$ cat src/rtl/ipres_pkg.sv
package ipres_pkg;
  typedef enum logic [2:0] {
    OP_ACCEPT   = 3'd0,
    OP_SET_CPPR = 3'd1,
    OP_SET_IPI  = 3'd2,
    OP_EOI      = 3'd3,
    OP_POLL     = 3'd4
  } pres_op_e;
endpackage

$ cat src/rtl/ipres_front.sv
module ipres_front (
  input  logic op_valid,
  input  logic dlv_valid,
  output logic dlv_ready,
  output logic op_go,
  output logic dlv_go
);
  // processor operations take the cycle; deliveries wait
  assign op_go     = op_valid;
  assign dlv_ready = !op_valid;
  assign dlv_go    = dlv_valid && !op_valid;
endmodule

$ cat src/rtl/ipres_engine.sv
module ipres_engine
  import ipres_pkg::*;
#(
  parameter int NUM_W   = 24,
  parameter int PRIO_W  = 8,
  parameter int IPI_NUM = 2,
  localparam int REG_W  = NUM_W + PRIO_W
) (
  input  logic              op_go,
  input  logic [2:0]        op_code,
  input  logic [REG_W-1:0]  op_data,
  input  logic              dlv_go,
  input  logic [NUM_W-1:0]  dlv_num,
  input  logic [PRIO_W-1:0] dlv_prio,
  input  logic [PRIO_W-1:0] cppr,
  input  logic [NUM_W-1:0]  xisr,
  input  logic [PRIO_W-1:0] pp,
  input  logic [PRIO_W-1:0] mfrr,
  input  logic              owned,
  output logic [PRIO_W-1:0] n_cppr,
  output logic [NUM_W-1:0]  n_xisr,
  output logic [PRIO_W-1:0] n_pp,
  output logic [PRIO_W-1:0] n_mfrr,
  output logic              n_owned,
  output logic              rej_go,
  output logic [NUM_W-1:0]  rej_id,
  output logic              eoi_go,
  output logic [NUM_W-1:0]  eoi_id,
  output logic              rsnd_go,
  output logic              rsp_go,
  output logic [REG_W-1:0]  rsp_w,
  output logic [PRIO_W-1:0] rsp_i
);
  localparam logic [PRIO_W-1:0] MASKED  = {PRIO_W{1'b1}};
  localparam logic [NUM_W-1:0]  IPI_SRC = NUM_W'(IPI_NUM);

  logic              run_ipi;
  logic [PRIO_W-1:0] wr_prio;

  assign wr_prio = op_data[PRIO_W-1:0];

  always_comb begin
    n_cppr  = cppr;
    n_xisr  = xisr;
    n_pp    = pp;
    n_mfrr  = mfrr;
    n_owned = owned;
    rej_go  = 1'b0;
    rej_id  = xisr;
    eoi_go  = 1'b0;
    eoi_id  = op_data[NUM_W-1:0];
    rsnd_go = 1'b0;
    rsp_go  = 1'b0;
    rsp_w   = {cppr, xisr};
    rsp_i   = mfrr;
    run_ipi = 1'b0;
    if (op_go) begin
      case (pres_op_e'(op_code))
        OP_ACCEPT: begin
          rsp_go  = 1'b1;
          n_cppr  = pp;
          n_xisr  = '0;
          n_pp    = MASKED;
          n_owned = 1'b0;
        end
        OP_POLL: rsp_go = 1'b1;
        OP_SET_CPPR: begin
          n_cppr = wr_prio;
          if (wr_prio < cppr) begin
            if (xisr != '0 && wr_prio <= pp) begin
              rej_go  = owned;
              n_xisr  = '0;
              n_pp    = MASKED;
              n_owned = 1'b0;
            end
          end else if (xisr == '0) begin
            rsnd_go = 1'b1;
            run_ipi = mfrr < wr_prio;
          end
        end
        OP_SET_IPI: begin
          n_mfrr  = wr_prio;
          run_ipi = wr_prio < cppr;
        end
        OP_EOI: begin
          n_cppr = op_data[REG_W-1:NUM_W];
          eoi_go = 1'b1;
          if (xisr == '0) begin
            rsnd_go = 1'b1;
            run_ipi = mfrr < op_data[REG_W-1:NUM_W];
          end
        end
        default: ;
      endcase
    end else if (dlv_go) begin
      if (dlv_prio >= cppr || (xisr != '0 && pp <= dlv_prio)) begin
        rej_go = 1'b1;
        rej_id = dlv_num;
      end else begin
        rej_go  = xisr != '0 && owned;
        n_xisr  = dlv_num;
        n_pp    = dlv_prio;
        n_owned = 1'b1;
      end
    end
    // IPI competes for the slot after the operation's own update
    if (run_ipi && !(n_xisr != '0 && n_pp <= n_mfrr)) begin
      if (n_xisr != '0 && n_owned) begin
        rej_go = 1'b1;
        rej_id = n_xisr;
      end
      n_xisr  = IPI_SRC;
      n_pp    = n_mfrr;
      n_owned = 1'b0;
    end
  end

  // a reject raised by a processor operation always belongs to a device-owned slot
  always_comb begin
    if (op_go && rej_go) begin
      a_r10_ipi_not_rejected: assert (owned && rej_id != IPI_SRC);
    end
  end
endmodule

$ cat src/rtl/intr_presenter.sv
module intr_presenter #(
  parameter int NUM_W   = 24,
  parameter int PRIO_W  = 8,
  parameter int IPI_NUM = 2,
  localparam int REG_W  = NUM_W + PRIO_W
) (
  input  logic              clk,
  input  logic              rst_n,
  input  logic              op_valid,
  input  logic [2:0]        op_code,
  input  logic [REG_W-1:0]  op_data,
  input  logic              dlv_valid,
  output logic              dlv_ready,
  input  logic [NUM_W-1:0]  dlv_num,
  input  logic [PRIO_W-1:0] dlv_prio,
  output logic              irq_out,
  output logic              rsp_valid,
  output logic [REG_W-1:0]  rsp_word,
  output logic [PRIO_W-1:0] rsp_ipi,
  output logic              rej_valid,
  output logic [NUM_W-1:0]  rej_num,
  output logic              eoi_valid,
  output logic [NUM_W-1:0]  eoi_num,
  output logic              resend_req
);
  localparam logic [PRIO_W-1:0] MASKED = {PRIO_W{1'b1}};

  logic              op_go, dlv_go;
  logic [PRIO_W-1:0] cppr_q, pp_q, mfrr_q, n_cppr, n_pp, n_mfrr;
  logic [NUM_W-1:0]  xisr_q, n_xisr, rej_id, eoi_id;
  logic              owned_q, n_owned, rej_go, eoi_go, rsnd_go, rsp_go;
  logic [REG_W-1:0]  rsp_w;
  logic [PRIO_W-1:0] rsp_i;

  ipres_front u_front (
    .op_valid (op_valid),
    .dlv_valid(dlv_valid),
    .dlv_ready(dlv_ready),
    .op_go    (op_go),
    .dlv_go   (dlv_go)
  );

  ipres_engine #(.NUM_W(NUM_W), .PRIO_W(PRIO_W), .IPI_NUM(IPI_NUM)) u_engine (
    .op_go   (op_go),
    .op_code (op_code),
    .op_data (op_data),
    .dlv_go  (dlv_go),
    .dlv_num (dlv_num),
    .dlv_prio(dlv_prio),
    .cppr    (cppr_q),
    .xisr    (xisr_q),
    .pp      (pp_q),
    .mfrr    (mfrr_q),
    .owned   (owned_q),
    .n_cppr  (n_cppr),
    .n_xisr  (n_xisr),
    .n_pp    (n_pp),
    .n_mfrr  (n_mfrr),
    .n_owned (n_owned),
    .rej_go  (rej_go),
    .rej_id  (rej_id),
    .eoi_go  (eoi_go),
    .eoi_id  (eoi_id),
    .rsnd_go (rsnd_go),
    .rsp_go  (rsp_go),
    .rsp_w   (rsp_w),
    .rsp_i   (rsp_i)
  );

  always_ff @(posedge clk) begin
    if (!rst_n) begin
      cppr_q     <= '0;
      xisr_q     <= '0;
      pp_q       <= MASKED;
      mfrr_q     <= MASKED;
      owned_q    <= 1'b0;
      irq_out    <= 1'b0;
      rsp_valid  <= 1'b0;
      rsp_word   <= '0;
      rsp_ipi    <= '0;
      rej_valid  <= 1'b0;
      rej_num    <= '0;
      eoi_valid  <= 1'b0;
      eoi_num    <= '0;
      resend_req <= 1'b0;
    end else begin
      cppr_q     <= n_cppr;
      xisr_q     <= n_xisr;
      pp_q       <= n_pp;
      mfrr_q     <= n_mfrr;
      owned_q    <= n_owned;
      irq_out    <= n_xisr != '0;
      rsp_valid  <= rsp_go;
      rsp_word   <= rsp_w;
      rsp_ipi    <= rsp_i;
      rej_valid  <= rej_go;
      rej_num    <= rej_id;
      eoi_valid  <= eoi_go;
      eoi_num    <= eoi_id;
      resend_req <= rsnd_go;
    end
  end

  a_r13_line_follows_slot: assert property (@(posedge clk) disable iff (!rst_n)
    irq_out == (xisr_q != '0));

  a_r3_blocked_bounce: assert property (@(posedge clk) disable iff (!rst_n)
    (dlv_valid && dlv_ready && dlv_prio >= cppr_q)
      |=> (rej_valid && rej_num == $past(dlv_num)));

  a_r4_free_slot_latch: assert property (@(posedge clk) disable iff (!rst_n)
    (dlv_valid && dlv_ready && dlv_prio < cppr_q && xisr_q == '0)
      |=> (irq_out && xisr_q == $past(dlv_num) && !rej_valid));

  a_r5_accept_clears: assert property (@(posedge clk) disable iff (!rst_n)
    (op_valid && op_code == 3'd0)
      |=> (!irq_out && rsp_valid && xisr_q == '0 && pp_q == MASKED));

  a_r11_eoi_forward: assert property (@(posedge clk) disable iff (!rst_n)
    (op_valid && op_code == 3'd3)
      |=> (eoi_valid && eoi_num == $past(op_data[NUM_W-1:0])
           && cppr_q == $past(op_data[REG_W-1:NUM_W])));

  a_r12_rsp_origin: assert property (@(posedge clk) disable iff (!rst_n)
    rsp_valid |-> $past(op_valid && (op_code == 3'd0 || op_code == 3'd4)));
endmodule

$ cat config.mk
export PLATFORM = sky130hd
export DESIGN_NAME = intr_presenter
export DESIGN_NICKNAME = d
export VERILOG_FILES = /design/src/rtl/ipres_pkg.sv /design/src/rtl/ipres_front.sv /design/src/rtl/ipres_engine.sv /design/src/rtl/intr_presenter.sv
export SDC_FILE = /design/constraint.sdc
export NUM_CORES = 1
export LEC_CHECK = 0
export BUFFER_PORTS_ARGS = -buffer_cell sky130_fd_sc_hd__buf_4
export CORE_MARGIN = 5
export CORE_UTILIZATION = 48
export CTS_CLUSTER_DIAMETER = 30
export DETAILED_ROUTE_END_ITERATION = 8
export GPL_ROUTABILITY_DRIVEN = 1
export PLACE_DENSITY = 0.76
export SYNTH_ARGS = -nofsm -noshare
export SYNTH_HDL_FRONTEND = slang
export SYNTH_SLANG_ARGS = --single-unit
$ cat constraint.sdc
create_clock -name clk -period 4.2 [get_ports clk]
set_clock_uncertainty 0.05 [all_clocks]
set_input_delay 0.84 -clock clk [delete_from_list [all_inputs] [get_ports clk]]
set_output_delay 0.84 -clock clk [all_outputs]
set_load 0.02 [all_outputs]
; ---- Word level (Yosys, flattened, before mapping)
; Cells that the tools add are included.
[totals]
reg_bits = 142
out_inout_bits = 94
elab_cells = 92
[op_classes]
order_cmp = 7
n_eq_ne = 4
n_mux = 46
n_bitwise = 1
reduce_logical = 20
[ops]
columns = cell, count
row1 = $mux W24, 11
row2 = $reduce_bool A24 Y1, 3
row3 = $mux W8, 8
row4 = $pmux W24 S2, 1
row5 = $le A8 B8 Y1, 3
row6 = $logic_not A24 Y1, 1
row7 = $lt A8 B8 Y1, 3
row8 = $pmux W8 S3, 1
row9 = $mux W1, 21
row10 = $pmux W8 S2, 1
row11 = $ge A8 B8 Y1, 1
row12 = $logic_and A1 B1 Y1, 7
row13 = $eq A3 B2 Y1 const B, 2
row14 = $pmux W1 S2, 2
row15 = $reduce_and A2 Y1, 2
row16 = $reduce_or A2 Y1, 2
row17 = $eq A3 B1 Y1 const B, 1
row18 = $eq A3 B3 Y1 const B, 1
row19 = $logic_not A3 Y1, 1
row20 = $pmux W1 S3, 1
row21 = $reduce_bool A3 Y1, 1
row22 = $logic_not A1 Y1, 2
row23 = $logic_or A1 B1 Y1, 1
row24 = $not A1 Y1, 1

; ---- Depth between registers and ports, before layout
[depth]
word_depth = 12
depth_mapped = 20

; ---- By module
; Synthesis repeated with hierarchy kept, for this count alone.
[hier_totals]
cells_unflattened = 841
hier_area_um2 = 7493.4
[by_module_without_submodules]
columns = mod, instances, cells_per_inst, area_each_um2
row1 = intr_presenter, 1, 307, 3862.5
row2 = ipres_engine, 1, 531, 3613.5
row3 = ipres_front, 1, 3, 17.5

; ---- Worst setup path before layout
; No wires, ideal clock.
[synth_path]
kind = input port to flip-flop
startpoint = in dlv_prio[0]
endpoint = reg pp_q[1]
setup_time_ps = 120
arrival_time_ps = 4379
required_time_ps = 4030
slack_ps = -349
cell_stages = 19
path_buffers = 1
cell_sequence = inv_1 -> ha_1 -> nand2b_1 -> a2111o_1 -> a31oi_2 -> o31ai_2 -> nor2_2 -> nor3_1 -> a221oi_1 -> ha_1 -> nor2b_1 -> o21a_1 -> o21a_1 -> o21a_1 -> o21bai_1 -> a22o_1 -> a21oi_2 -> buf_6 -> o31a_1
[synth_via]
elab_chain_len = 11
word_cells_on_any_way = 16
[synth_rtl]
columns = element, line
row1 = start: declaration, intr_presenter.sv:15  ; input logic [PRIO_W-1:0] dlv_prio,
row2 = $le A8 B8 Y1, ipres_engine.sv:96  ; if (dlv_prio >= cppr || (xisr != '0 && pp <= dlv_prio)) begin
row3 = $logic_and A1 B1 Y1, ipres_engine.sv:96
row4 = $logic_or A1 B1 Y1, ipres_engine.sv:96
row5 = $mux W8 / $mux W24 (equally long branches), ipres_engine.sv:96
row6 = $mux W8 / $mux W24 (equally long branches), ipres_engine.sv:95  ; end else if (dlv_go) begin
row7 = $mux W8 / $mux W24 (equally long branches), ipres_engine.sv:57  ; if (op_go) begin
row8 = $le A8 B8 Y1 / $reduce_bool A24 Y1 (equally long branches), ipres_engine.sv:107  ; if (run_ipi && !(n_xisr != '0 && n_pp <= n_mfrr)) begin
row9 = $logic_and A1 B1 Y1, ipres_engine.sv:107
row10 = $logic_not A1 Y1, ipres_engine.sv:107
row11 = $logic_and A1 B1 Y1, ipres_engine.sv:107
row12 = $mux W8 (*), ipres_engine.sv:107
row13 = end signal: assignment, intr_presenter.sv:89  ; pp_q <= n_pp;
row14 = end: declaration, intr_presenter.sv:29  ; logic [PRIO_W-1:0] cppr_q, pp_q, mfrr_q, n_cppr, n_pp, n_mfrr;
; Every way passes the cells marked *; elsewhere a longest branch is shown, timed or not.
; A chain may end at the register's enable or synchronous reset.

; ---- Final worst setup path
[layout_path]
startpoint = in dlv_prio[3]
endpoint = reg xisr_q[17]
[layout_via]
elab_chain_len = 11
word_cells_on_any_way = 16
[layout_rtl]
columns = element, line
row1 = $le A8 B8 Y1, ipres_engine.sv:96
row2 = $logic_and A1 B1 Y1, ipres_engine.sv:96
row3 = $logic_or A1 B1 Y1, ipres_engine.sv:96
row4 = $mux W8 / $mux W24 (equally long branches), ipres_engine.sv:96
row5 = $mux W8 / $mux W24 (equally long branches), ipres_engine.sv:95
row6 = $mux W8 / $mux W24 (equally long branches), ipres_engine.sv:57
row7 = $le A8 B8 Y1 / $reduce_bool A24 Y1 (equally long branches), ipres_engine.sv:107
row8 = $logic_and A1 B1 Y1, ipres_engine.sv:107
row9 = $logic_not A1 Y1, ipres_engine.sv:107
row10 = $logic_and A1 B1 Y1, ipres_engine.sv:107
row11 = $mux W24 (*), ipres_engine.sv:107
row12 = end signal: assignment, intr_presenter.sv:88  ; xisr_q <= n_xisr;
row13 = end: declaration, intr_presenter.sv:30  ; logic [NUM_W-1:0] xisr_q, n_xisr, rej_id, eoi_id;
; Marks and branches as above.

==> results by group <==
Global route
  • Largest net degree at the start of global routing: between 60 and 70
  • First-pass GRT wire length: roughly 33000 microns
  • Grt total ovfl: 0
  • Global Route Usage Sum: 25.6%
  • Vias in the first global route: 6152
  • Antenna violations before repair: 1

Synthesis
  • Top-count cell post-synth: dfxtp_1
  • Synth top area share: about 44%
  • Mapped Nets: 823
  • Syn. warnings: 0
  • Cells after Synth: ~700
  • Synth Flop Type: dfxtp_1
  • Synthesized flop and latch total: around 140
  • Number of flops mapped to enable cells by yosys: 0
  • Seq/Total Area, Yosys: approximately 44%
  • Post-synth top cells: 142 x dfxtp_1, 55 x nand2_1, 53 x ha_1
  • Syn Std Cell Area: 6430 sq um
  • Syn avg cell area: 9.20 sq um
  • Asr flop ratio synth: 0%
  • Area leader, netlist: dfxtp_1
  • Synth cell types: between 50 and 60
  • Top post-synthesis cells by area: dfxtp_1 44%, ha_1 10%, and2_1 4.9%, a21oi_1 4.0%, nand2_1 3.2%

Drt
  • Final ANT Viol Nets: 0
  • Residual DRC: 0
  • DRT Wirelength: around 21000 microns
  • Wirelength per Cell: 19.1 microns
  • Initial DRC Count: around 460
  • Vias: between 6000 and 7000
  • Vias per cell: between 5 and 6
  • Drt first pass iters: 5

STA
  • Tcrit/Tclk final: 101%
  • Setup ws final: -0.0224 ns
  • Pins Over Slew Limit: 0
  • Final Hold Vio Count: 0
  • Relative slew slack: between 30 and 40%
  • Fin crit period: around 4.2 ns
  • Final Setup Violations: 5
  • Unrepaired setup endpoints after global routing: yes
  • Setup TNS: -0.0657 ns
  • Fin Hold WS: approximately 0.44 ns
  • Worst-Margin Slew: a little over 0.9 ns
  • Fmax: between 0.2 and 0.25 GHz

Worst setup path
  • Slowest cell on crit path: o311ai_4
  • Max stage delay on crit path: 0.40 ns
  • Most used cell, CP: o21a_1
  • CP Launch Type: input port
  • R2r worst-path depth: 19
  • R2R Setup Slk: -0.01 ns
  • Worst r2r src: pp_q[7]
  • WP data required: about 4.4 ns
  • Critical Path Sink: xisr_q[17]
  • RR Endpoint: pp_q[5]
  • Critical path type: input port to register
  • Crit. Startpoint: dlv_prio[3]
  • Crit end category: register
  • Worst path cell trace: buf_4 -> inv_1 -> ha_1 -> nand4_1 -> nor2_2 -> buf_4 -> a211oi_4 -> buf_6 -> o311ai_4 -> buf_6 -> nand2_1 -> and3_4 -> ha_2 -> nor2b_1 -> o21a_1 -> o21a_1 -> o21a_1 -> o21bai_1 -> a22o_1 -> a21oi_4 -> clkbuf_16 -> nor3_1
  • CP Max Fanout: 12
  • Worst EP arrival: approximately 4.5 ns

Place
  • Post-DP HPWL: 14800 microns
  • Post-DP Area: between 8000 and 9000 sq um
  • PortBufs: around 160
  • RePlAce Congestion: 0.953
  • Placed insts: 1063

Pwr
  • Switching Fraction: between 20 and 30%
  • P_int: 2.66 mW
  • Design Power: around 3.7 mW
  • Share of power burned in registers: 38.6%
  • Worst vdd ir: 274 uV
  • Clock share of power: 40.1%
  • Sw Pwr: around 1.1 mW
  • Combinational share of power: a little over a fifth
  • Pwr Density: about 410 nW/um^2
  • Leakage: approximately 4 nW

Floorplanning
  • # rows: between 40 and 50
  • Initial core utilization: 48.7%
  • Core area: 13200 sq um
  • # IOs: 165
  • Die height: around 130 microns
  • Die width: 126 microns
  • Die area: between 15000 and 20000 sq um

Clocking
  • Sink Count: 142
  • CTS root buf: clkbuf_16
  • CTS tree: built
  • H-tree levels: 4
  • Worst-skew pair later-pin latency: approximately 0.43 ns
  • Clock tree buffer depth: 2
  • Clk pin slew, worst setup/hold paths: 0.06 ns
  • Total CTS buffers: 17

Cells and area
  • Nets: 1040
  • # diodes: 0
  • Layout Cells excl Fill: roughly 1100
  • Layout cell share with drive strength beyond 1: 35.5%
  • Final instance area: approximately 9200 sq um
  • P&R area growth vs syn: 43.3%

Run
  • Max-cap violation count: 0

Outcome
  • Failing checks: negative setup slack
  • Status: finished with violations

Hold path
  • Hold/Removal Path Class: register to register
power by group through the flow:
stage	Clock [mW]	Combinational, mW	Sequential, mW
6_report	1.50	0.792	1.44
5_1_grt	1.58	0.845	1.45
4_1_cts	1.51	0.754	1.44
3_5_place_dp	0	0.703	1.47
3_3_place_gp	0	0.687	1.47
2_1_floorplan	0	0.346	1.51
registers in the layout, indices dropped and copies added (netlist names):
name,flops
cppr_q,8
eoi_num,24
eoi_valid,1
irq_out,1
mfrr_q,8
owned_q,1
pp_q,8
rej_num,24
rej_valid,1
resend_req,1
rsp_ipi,8
rsp_valid,1
rsp_word,32
xisr_q,24
how the worst min path moves through the flow:
stage	from	to	slack, ns	depth (start not counted)
final	cppr_q[2]	cppr_q[2]	0.44	2
after global placement	cppr_q[3]	cppr_q[3]	0.42	2
after CTS	xisr_q[9]	rej_num[9]	0.44	2
after detailed placement	xisr_q[9]	rej_num[9]	0.43	2
after global routing	xisr_q[12]	rej_num[12]	0.47	2
after floorplan	cppr_q[1]	cppr_q[1]	0.41	2
per-layer routing:
metal / global-route usage [%] / part of all wire, % / wire length [microns] / up-vias
met5: 0 / 0.062 / 13 / -
met4: 10.6 / 2.9 / 621 / 2
met3: 6.39 / 7.5 / 1580 / 48
met2: 41.9 / 47 / 10000 / 289
met1: 32.5 / 42 / 8900 / 2983
li1: - / - / - / 2912
critical path, delay by kind of cell:
kind	cells	cell delay, ns
AO/OA/AOI/OAI	8	1.50
buffers and inverters	6	0.89
AND/OR/NAND/NOR	6	0.72
adder cells (fa/ha/maj)	2	0.50
through the flow:
stage               util, %  setup WS, ns
global route           69.9        -0.151
finish                 69.9       -0.0224
global placement       62.5        -0.350
detailed placement     62.5        -0.524
CTS                    68.5      0.000369
floorplan                 -        -0.238
layout make-up:
cell class | count | area [sq um]
Inverter | 44 | 178
Tap cell | 176 | 220
Timing Repair Buffer | 234 | 1840
Clock inverter | 12 | 135
Fill cell | 1025 | 3980
Multi-Input combinational cell | 477 | 3550
Sequential cell | 142 | 2840
Clock buffer | 20 | 447
repair_timing:
| item | CTS | global route |
|---|---|---|
| setup buffers | 5 | 3 |
| setup endpoints to repair | 29 | 34 |
| gates cloned | 2 | 0 |
| gates resized for setup | 25 | 33 |
| pin swaps | 8 | 19 |
| hold buffers | 0 | 0 |
kinds of logic after synthesis:
logic type,Yosys count,synth area share (%)
AND/OR/NAND/NOR,256,21.0
buffers and inverters,80,5.02
flip-flops,142,44.2
adder cells (fa/ha/maj),53,10.3
multiplexers,19,3.05
AO/OA/AOI/OAI,149,16.4
cells in the final DEF (no fill, tap or decap), types with 3 or more instances in the layout:
cell / instances
ha_4: 7
nor2_2: 4
nor2_1: 45
inv_1: 40
a221oi_2: 5
inv_6: 3
nor2b_1: 6
o21ai_0: 7
mux2i_1: 17
clkinvlp_4: 3
a21oi_1: 48
nor3_4: 3
nand3_1: 29
and2_1: 50
nor4_1: 12
a21o_1: 6
a211oi_1: 10
nand2_1: 54
nand2b_1: 3
dfxtp_1: 141
o21ai_1: 4
clkbuf_16: 19
buf_6: 5
nand4_1: 7
nor3_1: 15
o31a_1: 4
a22oi_1: 23
buf_4: 225
nor3_2: 14
a31oi_1: 5
ha_1: 45
clkinv_2: 3
o21bai_1: 5
o21a_1: 4
a21oi_2: 3
Note: power is estimated with default switching activity, not from simulation.
